<file path="config.mk">
export PLATFORM = sky130hd
export DESIGN_NAME = dma4_engine
export DESIGN_NICKNAME = d
export VERILOG_FILES = /design/src/rtl/dma4_pkg.sv /design/src/rtl/dma4_regs.sv /design/src/rtl/dma4_arb.sv /design/src/rtl/dma4_engine.sv
export SDC_FILE = /design/constraint.sdc
export NUM_CORES = 1
export LEC_CHECK = 0
export BUFFER_PORTS_ARGS = -buffer_cell sky130_fd_sc_hd__buf_4
export CAP_MARGIN = 25
export CORE_UTILIZATION = 35
export DETAILED_ROUTE_END_ITERATION = 8
export SETUP_SLACK_MARGIN = 0.05
export SLEW_MARGIN = 20
export SYNTH_ARGS = -nofsm -noshare
export SYNTH_HDL_FRONTEND = slang
export SYNTH_SLANG_ARGS = --single-unit
</file>
<file path="constraint.sdc">
create_clock -name clk -period 4.5 [get_ports clk]
set_clock_uncertainty 0.2 [all_clocks]
set_input_delay 0.45 -clock clk [delete_from_list [all_inputs] [get_ports clk]]
set_output_delay 0.45 -clock clk [all_outputs]
set_load 0.01 [all_outputs]
</file>
<file path="src/rtl/dma4_pkg.sv">
package dma4_pkg;

    localparam int NCH    = 4;
    localparam int CH_W   = $clog2(NCH);
    localparam int OFS_W  = 16;
    localparam int PAGE_W = 8;
    localparam int DATA_W = 8;
    localparam int IO_AW  = 4;
    localparam int MEM_AW = PAGE_W + OFS_W;
    localparam int BYTE_W = 8;

    typedef enum logic [1:0] {
        XM_DEMAND  = 2'b00,
        XM_SINGLE  = 2'b01,
        XM_BLOCK   = 2'b10,
        XM_CASCADE = 2'b11
    } xmode_e;

    typedef enum logic [1:0] {
        DIR_CHECK   = 2'b00,
        DIR_TO_MEM  = 2'b01,
        DIR_FROM_MEM= 2'b10,
        DIR_BAD     = 2'b11
    } xdir_e;

    typedef struct packed {
        xmode_e kind;
        xdir_e  dir;
    } chan_mode_t;

    typedef enum logic [2:0] {
        P_NONE,
        P_OFS,
        P_CNT,
        P_MASK,
        P_MODE,
        P_PTRCLR,
        P_PAGE
    } port_e;

    typedef struct packed {
        port_e           kind;
        logic [CH_W-1:0] ch;
    } port_sel_t;

    typedef struct packed {
        logic              valid;
        logic [CH_W-1:0]   ch;
        logic [MEM_AW-1:0] addr;
        logic [DATA_W-1:0] data;
        logic              last;
    } xfer_t;

    function automatic port_sel_t decode_port(input logic [IO_AW-1:0] a);
        port_sel_t p;
        p.ch   = a[2:1];
        p.kind = P_NONE;
        if (!a[3]) begin
            p.kind = a[0] ? P_CNT : P_OFS;
        end else begin
            case (a[2:0])
                3'd0: p.kind = P_MASK;
                3'd1: p.kind = P_MODE;
                3'd2: p.kind = P_PTRCLR;
                3'd4, 3'd5, 3'd6, 3'd7: begin
                    p.kind = P_PAGE;
                    p.ch   = a[1:0];
                end
                default: p.kind = P_NONE;
            endcase
        end
        return p;
    endfunction

    function automatic logic mode_runs(input chan_mode_t m);
        return (m.kind == XM_SINGLE) && (m.dir == DIR_TO_MEM);
    endfunction

endpackage

</file>
<file path="src/rtl/dma4_regs.sv">
module dma4_regs
    import dma4_pkg::*;
(
    input  logic                 clk,
    input  logic                 rst,
    input  logic                 io_wr,
    input  logic [IO_AW-1:0]     io_addr,
    input  logic [BYTE_W-1:0]    io_wdata,
    input  logic                 svc_valid,
    input  logic [CH_W-1:0]      svc_ch,
    output logic [NCH-1:0]       elig,
    output logic [MEM_AW-1:0]    sel_addr,
    output logic                 sel_last
);

    logic [NCH-1:0]             mask_q;
    chan_mode_t                 mode_q [NCH];
    logic                       ptr_hi_q;
    logic [NCH-1:0][OFS_W-1:0]  ofs_q;
    logic [NCH-1:0][OFS_W-1:0]  cnt_q;
    logic [NCH-1:0][PAGE_W-1:0] page_q;
    port_sel_t                  sel;
    logic [CH_W-1:0]            dch;

    always_comb begin
        sel = decode_port(io_addr);
        dch = io_wdata[CH_W-1:0];
    end

    always_ff @(posedge clk) begin
        if (rst) begin
            mask_q   <= '1;
            ptr_hi_q <= 1'b0;
            ofs_q    <= '0;
            cnt_q    <= '0;
            page_q   <= '0;
            for (int i = 0; i < NCH; i++) mode_q[i] <= '{kind: XM_DEMAND, dir: DIR_CHECK};
        end else begin
            if (io_wr) begin
                case (sel.kind)
                    P_OFS: begin
                        if (ptr_hi_q) ofs_q[sel.ch][OFS_W-1:BYTE_W] <= io_wdata;
                        else          ofs_q[sel.ch][BYTE_W-1:0]     <= io_wdata;
                        ptr_hi_q <= ~ptr_hi_q;
                    end
                    P_CNT: begin
                        if (ptr_hi_q) cnt_q[sel.ch][OFS_W-1:BYTE_W] <= io_wdata;
                        else          cnt_q[sel.ch][BYTE_W-1:0]     <= io_wdata;
                        ptr_hi_q <= ~ptr_hi_q;
                    end
                    P_MASK:   mask_q[dch] <= io_wdata[2];
                    P_MODE:   mode_q[dch] <= '{kind: xmode_e'(io_wdata[7:6]),
                                               dir:  xdir_e'(io_wdata[3:2])};
                    P_PTRCLR: ptr_hi_q <= 1'b0;
                    P_PAGE:   page_q[sel.ch] <= io_wdata;
                    default: ;
                endcase
            end
            if (svc_valid) begin
                ofs_q[svc_ch] <= ofs_q[svc_ch] + 1'b1;
                cnt_q[svc_ch] <= cnt_q[svc_ch] - 1'b1;
                if (cnt_q[svc_ch] == '0) mask_q[svc_ch] <= 1'b1;
            end
        end
    end

    generate
        for (genvar g = 0; g < NCH; g++) begin : g_elig
            assign elig[g] = !mask_q[g] && mode_runs(mode_q[g]);

            AST_TC_MASKS: assert property (@(posedge clk) disable iff (rst)
                (svc_valid && svc_ch == g && cnt_q[g] == '0) |=> mask_q[g])
                else $error("terminal count left channel unmasked");

            AST_OFS_STEP: assert property (@(posedge clk) disable iff (rst)
                (svc_valid && svc_ch == g) |=> (ofs_q[g] == $past(ofs_q[g]) + 1'b1))
                else $error("offset did not advance by one");
        end
    endgenerate

    AST_PAGE_HOLD: assert property (@(posedge clk) disable iff (rst)
        svc_valid |=> $stable(page_q))
        else $error("page changed by a transfer");

    assign sel_addr = {page_q[svc_ch], ofs_q[svc_ch]};
    assign sel_last = (cnt_q[svc_ch] == '0);

endmodule

</file>
<file path="src/rtl/dma4_arb.sv">
module dma4_arb
    import dma4_pkg::*;
(
    input  logic [NCH-1:0]  req,
    input  logic [NCH-1:0]  elig,
    input  logic            hold,
    output logic            grant_valid,
    output logic [CH_W-1:0] grant_ch
);

    logic [NCH-1:0] cand;

    always_comb begin
        cand     = req & elig;
        grant_ch = '0;
        for (int i = NCH - 1; i >= 0; i--) begin
            if (cand[i]) grant_ch = CH_W'(i);
        end
        grant_valid = (|cand) && !hold;
    end

endmodule

</file>
<file path="src/rtl/dma4_engine.sv">
module dma4_engine
    import dma4_pkg::*;
(
    input  logic                clk,
    input  logic                rst,
    input  logic                io_wr,
    input  logic [IO_AW-1:0]    io_addr,
    input  logic [BYTE_W-1:0]   io_wdata,
    input  logic [NCH-1:0]      dreq,
    input  logic [DATA_W-1:0]   dev_data,
    output logic [NCH-1:0]      dack,
    output logic                mem_we,
    output logic [MEM_AW-1:0]   mem_addr,
    output logic [DATA_W-1:0]   mem_wdata,
    output logic                tc
);

    logic [NCH-1:0]    elig;
    logic              grant_valid;
    logic [CH_W-1:0]   grant_ch;
    logic [MEM_AW-1:0] sel_addr;
    logic              sel_last;
    xfer_t             next_x;
    xfer_t             cur_x;

    dma4_regs u_regs (
        .clk       (clk),
        .rst       (rst),
        .io_wr     (io_wr),
        .io_addr   (io_addr),
        .io_wdata  (io_wdata),
        .svc_valid (grant_valid),
        .svc_ch    (grant_ch),
        .elig      (elig),
        .sel_addr  (sel_addr),
        .sel_last  (sel_last)
    );

    dma4_arb u_arb (
        .req         (dreq),
        .elig        (elig),
        .hold        (io_wr),
        .grant_valid (grant_valid),
        .grant_ch    (grant_ch)
    );

    always_comb begin
        next_x = '0;
        if (grant_valid) begin
            next_x.valid = 1'b1;
            next_x.ch    = grant_ch;
            next_x.addr  = sel_addr;
            next_x.data  = dev_data;
            next_x.last  = sel_last;
        end
    end

    always_ff @(posedge clk) begin
        if (rst) cur_x <= '0;
        else     cur_x <= next_x;
    end

    always_comb begin
        dack = '0;
        if (cur_x.valid) dack[cur_x.ch] = 1'b1;
        mem_we    = cur_x.valid;
        mem_addr  = cur_x.addr;
        mem_wdata = cur_x.data;
        tc        = cur_x.last;
    end

    AST_ACK_SINGLE: assert property (@(posedge clk) disable iff (rst)
        $onehot0(dack))
        else $error("more than one acknowledge");

    AST_WE_ONE_ACK: assert property (@(posedge clk) disable iff (rst)
        mem_we |-> ($countones(dack) == 1))
        else $error("write strobe without a single acknowledge");

    AST_TC_IN_XFER: assert property (@(posedge clk) disable iff (rst)
        tc |-> mem_we)
        else $error("terminal count outside a transfer");

    AST_IO_BLOCKS: assert property (@(posedge clk) disable iff (rst)
        io_wr |=> !mem_we)
        else $error("transfer granted during an I/O write");

    generate
        for (genvar g = 0; g < NCH; g++) begin : g_ackreq
            AST_ACK_AFTER_REQ: assert property (@(posedge clk) disable iff (rst)
                dack[g] |-> $past(dreq[g]))
                else $error("acknowledge without a request");
        end
    endgenerate

endmodule

</file>
* Yosys cells after proc, flatten, opt, wreduce, memory -nomap -nowiden
Memory sizes are Yosys's and may differ from the RTL's.
Index checks and enable logic that the tools add are counted.
** Storage, ports and cells
- Register bits after elaboration :: 201
- Memories kept :: 1
- Memory bits (writable) :: 16
- Output and inout bits :: 38
- Input port bits :: 27
** Cells by class
- Equal/unequal tests :: 20
- Muxes and demuxes :: 64
- Order comparisons :: 8
- $add $sub $neg :: 2
- Reduce and logical (&&, ||, !) cells :: 28
- Bitwise operators :: 4
** Memories
- u_regs.mode_q :: words 4, bits a word 4, read ports 4, clocked after memory_dff 0, wr ports 4, line dma4_regs.sv:17 : chan_mode_t mode_q [NCH];
** Operator list (count)
- 2-to-1 mux 64 bit :: 10
- bitwise mux 64 bit :: 6
- demux 16 bit (select 2 bit) :: 3
- binary-select mux 16 bit (select 2 bit) :: 2
- 2-to-1 mux 16 bit :: 4
- 2-to-1 mux 36 bit :: 1
- bitwise mux 32 bit :: 1
- 2-to-1 mux 4 bit :: 7
- 2-to-1 mux 8 bit :: 3
- == test 3 bit, second input constant :: 7
- adder 16 x 1 -> 16 bit, second input constant :: 1
- binary-select mux 8 bit (select 2 bit) :: 1
- demux 8 bit (select 2 bit) :: 1
- == test 2 x 1 -> 1 bit, second input constant :: 8
- logical NOT 16 bit :: 1
- 2-to-1 mux 2 bit :: 8
- subtractor 16 x 1 -> 16 bit, second input constant :: 1
- logical AND 1 bit :: 13
- < comparator 2 x 3 -> 1 bit, second input constant :: 4
- case mux 3 bit (4 select lines) :: 1
- OR reduction 4 bit :: 3
- 2-to-1 mux 1 bit :: 10
- == test 3 x 2 -> 1 bit, second input constant :: 3
- >= comparator 2 x 1 -> 1 bit, second input constant :: 4
- 13 further kinds :: 23

* Logic depth before layout (Yosys ltp)
An unclocked memory read counts as a cell.
- Depth after elaboration :: 16
- Depth in mapped cells :: 13

* Cells and area by module
A second synthesis with hierarchy kept.
** Second synthesis, totals
- Cells, all modules :: 1172
- Area, all modules :: 11253.3 um2
** Modules (own cells, without submodules)
- dma4_regs :: seq. area each 3783.6 um2, area an instance 9848.2 um2, cells an instance 1051, instances 1
- dma4_engine :: seq. area each 720.7 um2, area an instance 1356.3 um2, cells an instance 114, instances 1
- dma4_arb :: seq. area each 0.0 um2, area an instance 48.8 um2, cells an instance 7, instances 1

* Least setup slack after synthesis
OpenSTA, ideal clock, no wires.
- Path type :: input to register
- From :: input port dreq[2]
- To :: register u_regs.ofs_q[42] (netlist name)
- Buffers on the path :: 2
- Data arrival time :: 3.417 ns
- Data required time :: 4.197 ns
- Stages on the path :: 13
- Path slack :: 0.779 ns
- Library setup time :: 0.103 ns
- Path through :: nor2b_1 -> buf_2 -> buf_1 -> a2111oi_0 -> o311ai_0 -> o21ai_1 -> inv_1 -> ha_1 -> o211ai_1 -> nor4b_4 -> or3b_1 -> and3_1 -> a2111oi_2
** On the way
- Elaborated cells between the ends (all ways) :: 16
- Those cells by class :: add/sub: 1; order compare: 2; mux: 9; bitwise: 1; reduce/logical: 3
** RTL lines
- start: declaration :: line dma4_engine.sv:9 : input logic [NCH-1:0] dreq,
- AND 4 bit :: line dma4_arb.sv:14 : cand = req & elig;
- 2-to-1 mux 2 bit (3 in series) :: line dma4_arb.sv:17 : if (cand[i]) grant_ch = CH_W'(i);
- binary-select mux 16 bit (select 2 bit)
- 2-to-1 mux 16 bit
- named net sel_addr[0] :: line dma4_engine.sv:21 : logic [MEM_AW-1:0] sel_addr;
- adder 16 x 1 -> 16 bit :: line dma4_regs.sv:60 : ofs_q[svc_ch] <= ofs_q[svc_ch] + 1'b1;
- bitwise mux 64 bit :: line dma4_regs.sv:60
- 2-to-1 mux 64 bit :: line dma4_regs.sv:59 : if (svc_valid) begin
- end signal: indexed assignment :: line dma4_regs.sv:42 : if (ptr_hi_q) ofs_q[sel.ch][OFS_W-1:BYTE_W] <= io_wdata;
- end signal: indexed assignment :: line dma4_regs.sv:43 : else ofs_q[sel.ch][BYTE_W-1:0] <= io_wdata;
- end signal: indexed assignment :: line dma4_regs.sv:60
- end: declaration :: line dma4_regs.sv:19 : logic [NCH-1:0][OFS_W-1:0] ofs_q;
The timed path passes the listed nets, and every way through them passes these cells. The select of a mux whose other input is x is not followed.
A chain may end at the register's enable or synchronous reset.

==> results.yml <==
outcome:
  status: "finished, final reports clean"
synth:
  synth_area_per_cell_um2: 8.76
  synth_ff_type: "dfxtp_1"
  synth.distinct_cells: 84
  synthCells: 1307
  syn-num-nets: 1336
  synth_edf_count: 16
  async_reset_ff_share_pct: 0
  yosysWarningCount: 0
  ys_seq_area_share_pct: 39.3
  netlist_area_um2: 11400
  ys_ff_latch: 217
worst_hold_path:
  min_from: "io_addr[1]"
  hold_path.class: "in2reg"
  hold_depth: 2
  min_to: "u_regs.ptr_hi_q"
run:
  maxCapViolations: 0
worst_setup_path:
  critical_path_arrival_ns: 4.39
  r2r_setup_slack_ns: 0.34
  crit_type: "reg2reg"
  r2r_end: "u_regs.ofs_q[42]"
  critPathLaunchType: "register"
  end_kind: "register"
  r2r_cells: 10
  cp_max_fo: 20
  r2r-start: "u_regs.mode_q[2][3]"
  required_ns: 4.73
pwr:
  power.share.clock_pct: 46.1
  intPower_mw: 3.13
  p_comb_share_pct: 6.1
  totalPowerFinal_mw: 4.14
  p_sw_share_pct: 24.3
  peakVddDrop_v: 0.000213
  seqPwrFrac_pct: 47.7
  powerDensity_nw_per_um2: 318
  netSwitchingPower_mw: 1.01
  p_leak_nw: 4.73
timing:
  rsz0062_at_grt: "no"
  worst_slack_ns: 0.340
  finalSetupTns_ns: 0
  holdWs_ns: 0.00792
  finalHoldViolations: 0
  min_period_ns: 4.16
  slew_headroom_pct: 31.9
  finalCritPeriodShare_pct: 92.4
  slew_violations: 0
  tightest_slew_ns: 1.02
  max_freq_ghz: 0.240
  setup_violations: 0
route:
  drtAntennaViolNets: 0
  drc: 0
  via_per_inst: 5.91
  wl_per_cell_um: 22.1
  drt_iter0_drc: 1013
  vias: 10385
  first_pass_iters: 5
  wirelength_um: 38800
grt:
  grtUsageTotal_pct: 23.0
  grt_pass1_vias: 9834
  grt_pass1_wl_um: 59500
  antenna_found_initial: 0
  grt_max_degree: 80
  grt-ovfl-total: 0
place:
  port_buffers: 64
  hpwl_um: 25100
  dp_slack_ns: 0.464
  gp_congestion: 0.964
finish:
  fillers: 3198
  fin_nets: 1335
  drive_gt1_share_pct: 16.4
  areaGrowthSynthToFinish_pct: 13.6
  insertedDiodeCount: 0
floorplanning:
  die_h_um: 183
  io_pins: 65
  die_w_um: 183
  core_area_um2: 31900
  rows: 65
  start_util_pct: 35.9
  die-area_um2: 33400
clock_tree:
  clk_path_buf_depth: 3
  clock_latency_ns: 0.53
  tritoncts: "yes"
  htree_levels: 1
  ctsResizeCount: 0
  cts.sinks: 217
  path_clk_slew_ns: 0.06
  post_cts_buffers: 0
  cts-root-buf: "clkbuf_16"
  cts_buffers: 24
routing by layer:
metal / share of wire, % / global-route usage [%] / vias to the layer above
met5: 0 / 0 / -
met1: 43 / 30.6 / 5062
met2: 46 / 37.8 / 450
met3: 7.3 / 3.16 / 92
li1: - / - / 4781
met4: 3.6 / 9.20 / 0
layout make-up:
cell class | instances | area (um^2) | area share [%]
Inverter | 16 | 60.1 | 0.462
Sequential cell | 217 | 4500 | 34.6
Multi-Input combinational cell | 919 | 6170 | 47.4
Timing Repair Buffer | 128 | 981 | 7.54
Clock inverter | 8 | 50.0 | 0.385
Clock buffer | 33 | 706 | 5.42
Tap cell | 435 | 544 | 4.18
flip-flops by register name (all words and copies together), names as in the netlist:
signal / flops
u_regs.ptr_hi_q: 1
u_regs.mode_q: 16
mem_addr: 24
tc: 1
u_regs.ofs_q: 64
u_regs.cnt_q: 64
mem_wdata: 8
mem_we: 1
cur_x: 2
u_regs.mask_q: 4
u_regs.page_q: 32
cells in the mapped netlist, types with 4 or more instances:
cell | count | area share (%)
a2111oi_0 | 9 | 0.69
a211oi_1 | 82 | 5.4
a211oi_2 | 4 | 0.44
a21o_1 | 26 | 1.7
a21oi_1 | 62 | 2.7
a221oi_1 | 6 | 0.46
a22o_1 | 4 | 0.31
a22oi_1 | 10 | 0.66
a311oi_1 | 27 | 2.1
a31o_2 | 17 | 1.3
a31oi_1 | 10 | 0.55
and2_1 | 12 | 0.66
and3_1 | 13 | 0.71
and4_1 | 5 | 0.38
buf_1 | 8 | 0.26
buf_2 | 17 | 0.74
buf_4 | 35 | 2.3
clkbuf_1 | 93 | 3.0
dfxtp_1 | 201 | 35
edfxtp_1 | 16 | 4.2
inv_1 | 16 | 0.52
mux2_2 | 10 | 0.98
mux2i_1 | 92 | 8.0
nand2_1 | 84 | 2.8
nand2b_1 | 13 | 0.71
nand3_1 | 62 | 2.7
nand4_1 | 7 | 0.38
nand4bb_1 | 4 | 0.39
nor2_1 | 128 | 4.2
nor2b_1 | 30 | 1.6
nor3_1 | 37 | 1.6
nor4_1 | 8 | 0.44
o2111a_1 | 4 | 0.39
o2111ai_1 | 6 | 0.46
o21a_1 | 9 | 0.59
o21ai_0 | 19 | 0.83
o22ai_1 | 4 | 0.22
o311ai_0 | 6 | 0.46
or3_1 | 12 | 0.66
xnor2_1 | 18 | 1.4
xor2_1 | 8 | 0.61
timing repair:
item / CTS / global route
hold buffers: 8 / 0
endpoints found under the setup margin: 0 / 0
endpoints found under the hold margin: 8 / 0
critical path, cell delays in order (launching register included):
cell       delay [ns]
edfxtp_1         0.37
and4bb_2         0.64
a2111oi_0        0.23
o311ai_0         0.55
o21a_1           0.23
ha_1             0.20
o211ai_1         0.21
nor4b_4          0.47
or3b_1           0.44
and3_1           0.21
a2111oi_2        0.30
power by group through the flow:
stage | clock network, mW | registers [mW] | logic [mW]
detailed placement | 0 | 2.02 | 0.242
finish | 1.91 | 1.98 | 0.254
global route | 2.02 | 1.98 | 0.267
floorplan | 0 | 2.02 | 0.155
CTS | 1.94 | 1.98 | 0.248
global placement | 0 | 2.02 | 0.240
cell families (layout without fill, tap and decap cells):
family	count (synthesis)	after routing	share of synthesized area, %
fa+ha+maj	2	2	0.219
mux	102	102	9.03
flops	217	217	39.3
simple gates	440	440	19.5
buf+inv	171	185	7.07
xor+xnor	27	27	2.13
compound gates	348	348	22.7
through the flow:
step                      instance area (um^2)  cells  util, %
after detailed placement                 12200   1707     38.2
after global placement                   12200   1706     38.2
after floorplan                          11400   1307        -
after global routing                     13000   1756     40.8
after CTS                                13000   1756     40.8
final                                    13000   1756     40.8
worst max path at each step:
stage / end / start
final: u_regs.ofs_q[42] / u_regs.mode_q[2][3]
after global routing: u_regs.ofs_q[42] / u_regs.mode_q[2][3]
after CTS: u_regs.ofs_q[42] / u_regs.mode_q[2][3]
after detailed placement: u_regs.ofs_q[42] / dreq[3]
after global placement: u_regs.ofs_q[42] / dreq[3]
after floorplan: u_regs.ofs_q[42] / dreq[2]
placed cells by master, fill, tap and decap left out, types with 25 or more instances in the layout:
cell type and n:
a211oi_1 81, a21o_1 26, a21oi_1 62, a311oi_1 27
buf_4 120, clkbuf_16 25, dfxtp_1 201, mux2i_1 92
nand2_1 84, nand3_1 62, nor2_1 126, nor2b_1 30
nor3_1 36
Note: power is estimated with default switching activity, not from simulation.
